===== src/rtl/boot_rst_pkg.sv =====
package boot_rst_pkg;
  // Reason the start address was chosen at reset exit.
  typedef enum logic [1:0] {
    SRC_ZERO  = 2'd0,
    SRC_PIN   = 2'd1,
    SRC_STAT  = 2'd2
  } start_src_e;

  function automatic start_src_e pick_src(input logic pse_lvl, input logic stat);
    if (stat)          return SRC_STAT;
    else if (!pse_lvl) return SRC_PIN;
    else               return SRC_ZERO;
  endfunction
endpackage


===== src/rtl/rst_sync.sv =====
module rst_sync #(
  parameter int STAGES = 2
) (
  input  logic clk_i,
  input  logic clr_i,
  input  logic d_i,
  output logic q_o
);
  logic [STAGES-1:0] chain_q;

  genvar g;
  generate
    for (g = 0; g < STAGES; g++) begin : g_stage
      if (g == 0) begin : g_first
        always_ff @(posedge clk_i) begin
          if (clr_i) chain_q[0] <= 1'b0;
          else       chain_q[0] <= d_i;
        end
      end else begin : g_rest
        always_ff @(posedge clk_i) begin
          if (clr_i) chain_q[g] <= 1'b0;
          else       chain_q[g] <= chain_q[g-1];
        end
      end
    end
  endgenerate

  assign q_o = chain_q[STAGES-1];
endmodule


===== src/rtl/rst_qualifier.sv =====
module rst_qualifier #(
  parameter int QUAL_CLKS = 24
) (
  input  logic clk_i,
  input  logic force_i,
  input  logic lvl_i,
  output logic qual_o
);
  localparam int CNT_W = (QUAL_CLKS > 1) ? $clog2(QUAL_CLKS) : 1;
  localparam logic [CNT_W-1:0] LAST = CNT_W'(QUAL_CLKS - 1);

  logic [CNT_W-1:0] run_q;
  logic             qual_q;

  // run_q holds the number of consecutive high samples seen before this edge,
  // saturating at LAST; any low sample restarts it.
  always_ff @(posedge clk_i) begin
    if (force_i || !lvl_i)   run_q <= '0;
    else if (run_q != LAST)  run_q <= run_q + 1'b1;
  end

  always_ff @(posedge clk_i) begin
    if (force_i) qual_q <= 1'b1;
    else         qual_q <= lvl_i && (qual_q || run_q == LAST);
  end

  assign qual_o = qual_q;
endmodule


===== src/rtl/pof_flag.sv =====
module pof_flag (
  input  logic clk_i,
  input  logic set_i,
  input  logic clr_i,
  output logic flag_o
);
  logic flag_q;

  // Set wins over clear.
  always_ff @(posedge clk_i) begin
    if (set_i)      flag_q <= 1'b1;
    else if (clr_i) flag_q <= 1'b0;
  end

  assign flag_o = flag_q;
endmodule


===== src/rtl/boot_vec_sel.sv =====
module boot_vec_sel
  import boot_rst_pkg::*;
#(
  parameter int VEC_W  = 8,
  parameter int ADDR_W = 16
) (
  input  logic              clk_i,
  input  logic              init_i,
  input  logic              rst_q_i,
  input  logic              pse_lvl_i,
  input  logic              stat_i,
  input  logic [VEC_W-1:0]  vec_i,
  output logic [ADDR_W-1:0] addr_o,
  output logic              vld_o
);
  localparam int LOW_W = ADDR_W - VEC_W;

  logic              rst_d_q;
  logic              vld_q;
  logic [ADDR_W-1:0] addr_q;
  logic [ADDR_W-1:0] addr_nxt;
  start_src_e        src;

  always_comb begin
    src = pick_src(pse_lvl_i, stat_i);
    case (src)
      SRC_PIN, SRC_STAT: addr_nxt = {vec_i, {LOW_W{1'b0}}};
      default:           addr_nxt = '0;
    endcase
  end

  always_ff @(posedge clk_i) begin
    if (init_i) begin
      rst_d_q <= 1'b1;
      vld_q   <= 1'b0;
      addr_q  <= '0;
    end else begin
      rst_d_q <= rst_q_i;
      vld_q   <= rst_d_q && !rst_q_i;
      if (rst_d_q && !rst_q_i) addr_q <= addr_nxt;
    end
  end

  assign addr_o = addr_q;
  assign vld_o  = vld_q;
endmodule


===== src/rtl/boot_reset_seq.sv =====
module boot_reset_seq #(
  parameter int SYNC_STAGES = 2,
  parameter int CLKS_PER_MC = 12,
  parameter int MIN_MC      = 2,
  parameter int VEC_W       = 8,
  parameter int ADDR_W      = 16
) (
  input  logic              clk_i,
  input  logic              rst_pin_i,
  input  logic              pwr_up_i,
  input  logic              pse_lvl_i,
  input  logic              boot_stat_i,
  input  logic [VEC_W-1:0]  boot_vec_i,
  input  logic              pof_clr_i,
  output logic              core_rst_o,
  output logic [ADDR_W-1:0] start_addr_o,
  output logic              start_vld_o,
  output logic              pof_o
);
  localparam int QUAL_CLKS = CLKS_PER_MC * MIN_MC;

  logic pin_sync;
  logic rst_q;

  rst_sync #(.STAGES(SYNC_STAGES)) u_sync (
    .clk_i (clk_i),
    .clr_i (pwr_up_i),
    .d_i   (rst_pin_i),
    .q_o   (pin_sync)
  );

  rst_qualifier #(.QUAL_CLKS(QUAL_CLKS)) u_qual (
    .clk_i   (clk_i),
    .force_i (pwr_up_i),
    .lvl_i   (pin_sync),
    .qual_o  (rst_q)
  );

  pof_flag u_pof (
    .clk_i  (clk_i),
    .set_i  (pwr_up_i),
    .clr_i  (pof_clr_i),
    .flag_o (pof_o)
  );

  boot_vec_sel #(.VEC_W(VEC_W), .ADDR_W(ADDR_W)) u_sel (
    .clk_i     (clk_i),
    .init_i    (pwr_up_i),
    .rst_q_i   (rst_q),
    .pse_lvl_i (pse_lvl_i),
    .stat_i    (boot_stat_i),
    .vec_i     (boot_vec_i),
    .addr_o    (start_addr_o),
    .vld_o     (start_vld_o)
  );

  assign core_rst_o = rst_q;
endmodule


===== config.mk =====
export PLATFORM = sky130hd
export DESIGN_NAME = boot_reset_seq
export DESIGN_NICKNAME = d
export VERILOG_FILES = /design/src/rtl/boot_rst_pkg.sv /design/src/rtl/rst_sync.sv /design/src/rtl/rst_qualifier.sv /design/src/rtl/pof_flag.sv /design/src/rtl/boot_vec_sel.sv /design/src/rtl/boot_reset_seq.sv
export SDC_FILE = /design/constraint.sdc
export NUM_CORES = 1
export LEC_CHECK = 0
export CORE_MARGIN = 3
export CORE_UTILIZATION = 43
export DETAILED_ROUTE_END_ITERATION = 6
export DONT_BUFFER_PORTS = 1
export PLACE_DENSITY = 0.63
export SLEW_MARGIN = 30
export SYNTH_ARGS = -nofsm -noshare
export SYNTH_HDL_FRONTEND = slang
export SYNTH_HIERARCHICAL = 1
export SYNTH_SLANG_ARGS = --single-unit
export TNS_END_PERCENT = 20

===== constraint.sdc =====
create_clock -name clk_i -period 3.1 [get_ports clk_i]
set_input_delay 0.62 -clock clk_i [delete_from_list [all_inputs] [get_ports clk_i]]
set_output_delay 0.62 -clock clk_i [all_outputs]
set_load 0.01 [all_outputs]

==> run_results.csv, run 1 <==
group,metric,value,unit
sta,setup_viol,0,
floorplan,die_area,2237,um2
layout,drive_gt1_share,11.59,%
setup_path,worstPathMaxFanout,5,
synth,ys.warnings.count,6,
job,drv_cap,0,
clock_network,cts_buffer_depth,2,
layout,antenna_cells,0,
sta,final-max-slew-violation-count,0,
drt,drtAntennaViolNets,0,
floorplan,core_area,1559,um2
power_and_ir_drop,p_total,0.4050,mW
placement,gp_congestion,0.6643,
synth,synth-xor-area-share,3.584,%
layout,fin_cells,85,
synth,ys_ff_latch,19,
synth,synthMuxAreaShare,0,%
clock_network,root_buffer,"clkbuf_4",
synth,synth_edf_count,0,
layout,final_util,47.83,%
grt,overflow,0,
clock_network,cts_sinks,19,
clock_network,ctsHoldBuffers,0,
drt,drc,0,
synth,async_reset_ff_share,0,%
clock_network,cts_resized,0,
drt,via_per_inst,5.318,
drt,firstDrtPassIters,2,
floorplan,row_count,14,
sta,max_freq,724.7,MHz
sta,hold_violations,0,
sta,fin_crit_sh,44.51,%
setup_path,crit_type,"reg -> out",
setup_path,cp.required,2.48,ns
clock_network,h-tree-depth,1,
drt,vias,452,
layout,finalNetCount,85,
clock_network,cts_buffers,3,
drt,drtIter0Drc,6,
sta,hold_slack,0.3897,ns
synth,netlist_area,733.2,um2
layout,area_growth,1.706,%
floorplan,initial_core_util,47.03,%
grt,grt_max_degree,11,
synth,yosys_most_used_dff,"dfxtp_1",
setup_path,arrival,0.76,ns
sta,setup_tns,0,ns
min_path,hp-class,"in -> reg",
synth,seq_area_frac_synth,51.88,%
clock_network,path_clk_slew,0.09,ns
setup_path,worstSetupStartpointType,"flop",
grt,antenna_found_initial,0,
synth,synth-simple-area-share,14.51,%
sta,finalWorstSetupSlack,1.720,ns
synth,syn_inst,66,
drt,wirelength,1.100,mm
floorplan,die_w,47.30,um
placement,port_buffers,0,
power_and_ir_drop,power-per-cell-area,543.1,nW/um2
sta,period_needed,1.380,ns
floorplan,ioPinCount,33,
clock_network,clk_latency,0.28,ns
floorplan,die_h,47.30,um
synth,synth_cell_types,25,
drt,drt-wirelength-per-cell,12.94,um
power_and_ir_drop,p_leak,0.3188,nW
clock_network,tritoncts,"done",
setup_path,crit_path_end_kind,"output port",
synth,synth_area_per_cell,11.11,um2
placement,post-dp-hpwl,828.9,um
layout,finalInstanceArea,745.7,um2
sta,finClkSkew,0.002367,ns
clock_network,postCtsSetupBuffers,0,
synth,yosys.area_share.adder,1.706,%
synth,synth_compound_area_share,18.09,%
grt,grt.total_usage,9.590,%
sta,rsz0062_at_grt,"no",
power_and_ir_drop,ir_drop,0.3865,mV
placement,dpl.cell_count,81,
placement,place_area,719.4,um2
grt,grt_pass1_wl,1.483,mm
outcome,status,"finished clean",
synth,synth_top_family_by_area,"compound AO/OA/AOI/OAI gates",
placement,pre_cts_ws,1.774,ns
grt,grt_pass1_vias,378,
power by group:
group	internal, mW	switching (mW)	leakage [nW]
sequential	0.255	0.0110	0.156
combinational	0.0100	0.0121	0.148
clock	0.0500	0.0672	0.0150
total	0.315	0.0903	0.319
worst paths after layout:
check / start / cells past startpoint / slack (ns) / end
max reg2reg: u_qual/qual_o / 3 / 1.95 / u_sel/addr_o[15]
min: pwr_up_i / 1 / 0.39 / u_sync/chain_q[0]
max: u_qual/qual_o / 0 / 1.72 / core_rst_o
min reg2reg: u_sync/chain_q[0] / 1 / 0.45 / u_sync/q_o
logic make-up after synthesis:
| logic type | Yosys count |
|---|---|
| flops | 19 |
| fa+ha+maj | 1 |
| other cells | 1 |
| xor+xnor | 3 |
| compound gates | 15 |
| buf+inv | 11 |
| simple gates | 16 |
per-layer routing:
layer / track usage [%] / up-vias / share of wire [%]
li1: - / 217 / -
met2: 14.44 / 23 / 46
met5: 0 / - / 0
met3: 8.429 / 0 / 13
met1: 10.30 / 212 / 41
met4: 1.657 / 0 / 0
cells in the final DEF (no fill, tap or decap), drive strengths merged:
cell    netlist  routed
dfxtp        19      19
a22o          8       8
conb          1       8
clkbuf        0       4
inv           3       3
nand2b        3       3
nand2         2       2
a21oi         2       2
nor2          2       2
nand3         2       2
xor2          2       2
nor2b         2       2
a21o          1       1
o21bai        1       1
a31oi         1       1
and4b         1       1
nand4b        1       1
xnor2         1       1
nor3          1       1
o21ai         1       1
ha            1       1
nor3b         1       1
a21boi        1       1
or2           1       1
cell usage after synthesis (2+ instances only):
| library cell | number | share of area [%] |
|---|---|---|
| buf_4 | 8 | 8.2 |
| a21oi_2 | 2 | 2.4 |
| dfxtp_1 | 19 | 52 |
| a22o_1 | 8 | 9.6 |
| nor2_1 | 2 | 1.0 |
| nand2_1 | 2 | 1.0 |
| xor2_1 | 2 | 2.4 |
| nor2b_1 | 2 | 1.7 |
| nand3_1 | 2 | 1.4 |
| nand2b_1 | 2 | 1.7 |
| inv_1 | 3 | 1.5 |
cell type report:
class / count / area, um2
multi-input combinational: 43 / 307.8
inverter: 3 / 11.26
clock buffer: 4 / 26.28
sequential: 19 / 380.4
fill: 151 / 813.3
tap: 16 / 20.02
state kept, by name (all words and copies together), names as in the netlist:
register        cells
u_qual/run_q        5
u_sel/addr_o        8
u_sel/vld_o         1
u_qual/qual_o       1
u_sync/q_o          1
u_sync/chain_q      1
u_pof/flag_o        1
u_sel/rst_d_q       1
(Power assumes the default switching activity.)
==> inputs of run 2 (changes only) <==
--- a/config.mk
+++ b/config.mk
@@ -5,6 +5,7 @@
 export SDC_FILE = /design/constraint.sdc
 export NUM_CORES = 1
 export LEC_CHECK = 0
+export ABC_AREA = 1
 export CORE_MARGIN = 3
 export CORE_UTILIZATION = 43
 export DETAILED_ROUTE_END_ITERATION = 6
==> constraint.sdc (replaced) <==
create_clock -name clk_i -period 1.38 [get_ports clk_i]
set_input_delay 0.276 -clock clk_i [delete_from_list [all_inputs] [get_ports clk_i]]
set_output_delay 0.276 -clock clk_i [all_outputs]
set_load 0.01 [all_outputs]
==> run 2 against run 1 <==
  * Clock skew up 0.0048 ns
  * Sequential share of layout area is 9.8 points lower
  * Non-clock buffer count is 1 higher
  * Clock-buffer cell count shrank 1
  * Clock power rose by 150%
  * Final cell count increased by 87%
  * First-iteration DRC count increased by 67%
  * Worst setup slack got worse by 1.4 ns
==> run_results.csv, run 2 <==
group,metric,value,unit
outcome,status,"finished clean",
setup_path,critPathTopFamily,"flip-flops",
drt,via_per_inst,4.352,
clock_network,postCtsSetupBuffers,0,
floorplan,row_count,15,
synth,synth_area_leaders,"dfxtp_1 (43%), nand2_1 (21%), inv_1 (8.1%)",
setup_path,r2r.worst_path.cells,7,
setup_path,path_cells,"ha_1 > nand2_2 > inv_2 > nand2_2 > nand2_1 > nand2_1 > nand2_1",
setup_path,rrSetupSlack,0.34,ns
placement,post-dp-hpwl,1.154,mm
layout,layout_common_cells,"nand2_1 (50), inv_1 (19), dfxtp_1 (19), nor2_1 (10), conb_1 (8)",
setup_path,crit_type,"reg -> reg",
layout,drive_gt1_share,13.43,%
grt,overflow,0,
layout,finalNetCount,150,
setup_path,worstSetupStartpointType,"flop",
setup_path,cp.required,1.60,ns
placement,gp_congestion,0.7702,
synth,async_reset_ff_share,0,%
synth,syn_inst,130,
layout,area_growth,4.237,%
synth,netlist_area,885.9,um2
sta,hold_violations,0,
synth,synth_top_cell_by_area,"dfxtp_1",
sta,hold_slack,0.05351,ns
min_path,holdPathEnd,"u_pof/flag_o",
sta,period_needed,1.043,ns
layout,antenna_cells,0,
floorplan,die_w,51.39,um
grt,antenna_found_initial,0,
setup_path,cpPeakStageDelay,0.34,ns
grt,grt.total_usage,13.26,%
synth,seq_area_frac_synth,42.94,%
grt,grt_pass1_wl,2.525,mm
synth,ys_ff_latch,19,
sta,finalWorstSetupSlack,0.3368,ns
power_and_ir_drop,p_leak,0.5165,nW
clock_network,path_clk_slew,0.11,ns
setup_path,arrival,1.26,ns
synth,yosys_most_used_dff,"dfxtp_1",
floorplan,die_h,51.39,um
drt,firstDrtPassIters,3,
synth,synth_top_cell_area_share,42.94,%
layout,layout_commonest_cell,"nand2_1",
setup_path,worstPathMaxFanout,4,
min_path,hp-class,"in -> reg",
clock_network,cts_resized,0,
setup_path,r2r-start,"u_qual/run_q[0]",
setup_path,critical_path.most_common_cell,"nand2_1",
floorplan,die_area,2641,um2
drt,drtAntennaViolNets,0,
floorplan,core_area,1839,um2
clock_network,clk_latency,0.31,ns
power_and_ir_drop,ir_drop,0.5322,mV
synth,synth_cell_types,17,
power_and_ir_drop,p_total,1.006,mW
grt,grt_pass1_vias,583,
floorplan,ioPinCount,33,
drt,vias,692,
synth,synth_area_per_cell,6.814,um2
min_path,hold_path_depth,2,
clock_network,cts_sinks,19,
sta,setup_viol,0,
drt,drc,0,
power_and_ir_drop,power-per-cell-area,1090,nW/um2
clock_network,tritoncts,"done",
clock_network,ctsHoldBuffers,1,
synth,ys.warnings.count,6,
min_path,hold_start,"pwr_up_i",
setup_path,crit_path_end_kind,"flop",
synth,synth_edf_count,0,
grt,grt_max_degree,13,
synth,synth_common_cells,"nand2_1 (50), dfxtp_1 (19), inv_1 (19)",
clock_network,cts_buffer_depth,2,
sta,final-max-slew-violation-count,0,
synth,yosysMostFrequentCell,"nand2_1",
job,drv_cap,0,
sta,finClkSkew,0.007198,ns
clock_network,cts_buffers,3,
sta,rsz0062_at_grt,"no",
setup_path,r2r_end,"u_qual/qual_o",
clock_network,h-tree-depth,1,
sta,setup_tns,0,ns
placement,port_buffers,0,
sta,fin_crit_sh,75.60,%
drt,wirelength,1.528,mm
drt,drt-wirelength-per-cell,9.610,um
setup_path,cp_num_buf_inv,1,
placement,pre_cts_ws,0.3561,ns
clock_network,root_buffer,"clkbuf_4",
sta,max_freq,958.6,MHz
setup_path,crit_path_top_delay_cell,"dfxtp_1",
drt,drtIter0Drc,10,
floorplan,initial_core_util,48.16,%
layout,largest_reg_flops,8,
[run 2: worst reg2reg max path, cell delays in order (launching register included)]
cell and delay, ns:
dfxtp_1 0.34, ha_1 0.24, nand2_2 0.10, inv_2 0.06
nand2_2 0.07, nand2_1 0.05, nand2_1 0.06, nand2_1 0.04
[run 2: metal layers]
layer	up-vias	global-route usage, %	routed length [um]
met2	23	20.34	690
met4	0	9.170	45
met1	296	15.59	679
li1	368	-	-
met3	5	4.082	112
met5	-	0	0
[run 2: stage by stage]
| step | instances | instance area (um2) | utilization (%) |
|---|---|---|---|
| 3_5_place_dp | 154 | 883.3 | 48.03 |
| 5_1_grt | 159 | 923.4 | 50.20 |
| 6_report | 159 | 923.4 | 50.20 |
| 2_1_floorplan | 137 | 912.1 | - |
| 3_3_place_gp | 154 | 883.3 | 48.03 |
| 4_1_cts | 159 | 923.4 | 50.20 |
[run 2: cells by family (layout without fill, tap and decap cells)]
group                      after synthesis  after routing  share of synthesized area [%]
buffers and inverters                   33             30                          17.80
other                                    1              8                         0.4233
adders and majority gates                1              1                          1.412
DFF                                     19             19                          42.94
and+or+nand+nor                         72             72                          35.17
AOI/OAI and AO/OA                        4              4                          2.260
[run 2: cell type report]
type | count | area [um2]
repair buffers | 1 | 10.01
flip-flops and latches | 19 | 380.4
inverters | 25 | 97.59
multi-input cells | 85 | 374.1
well taps | 25 | 31.28
clock inverters | 1 | 7.507
fillers | 200 | 915.9
clock buffers | 3 | 22.52
[run 2: power breakdown]
| group | switching [mW] | internal (mW) | leakage, nW |
|---|---|---|---|
| logic | 0.0650 | 0.0344 | 0.346 |
| clock network | 0.180 | 0.111 | 0.0139 |
| registers | 0.0344 | 0.582 | 0.157 |
| total | 0.280 | 0.727 | 0.516 |
[run 2: worst max-delay path by stage]
stage	startpoint	to	slack, ns	cells past startpoint
floorplan	u_qual/run_q[0]	u_qual/qual_o	0.43	7
global placement	u_qual/run_q[0]	u_qual/qual_o	0.41	7
detailed placement	u_qual/run_q[1]	u_qual/run_q[1]	0.36	6
CTS	u_qual/qual_o	core_rst_o	0.32	0
global route	u_qual/run_q[1]	u_qual/qual_o	0.21	7
finish	u_qual/run_q[0]	u_qual/qual_o	0.34	7
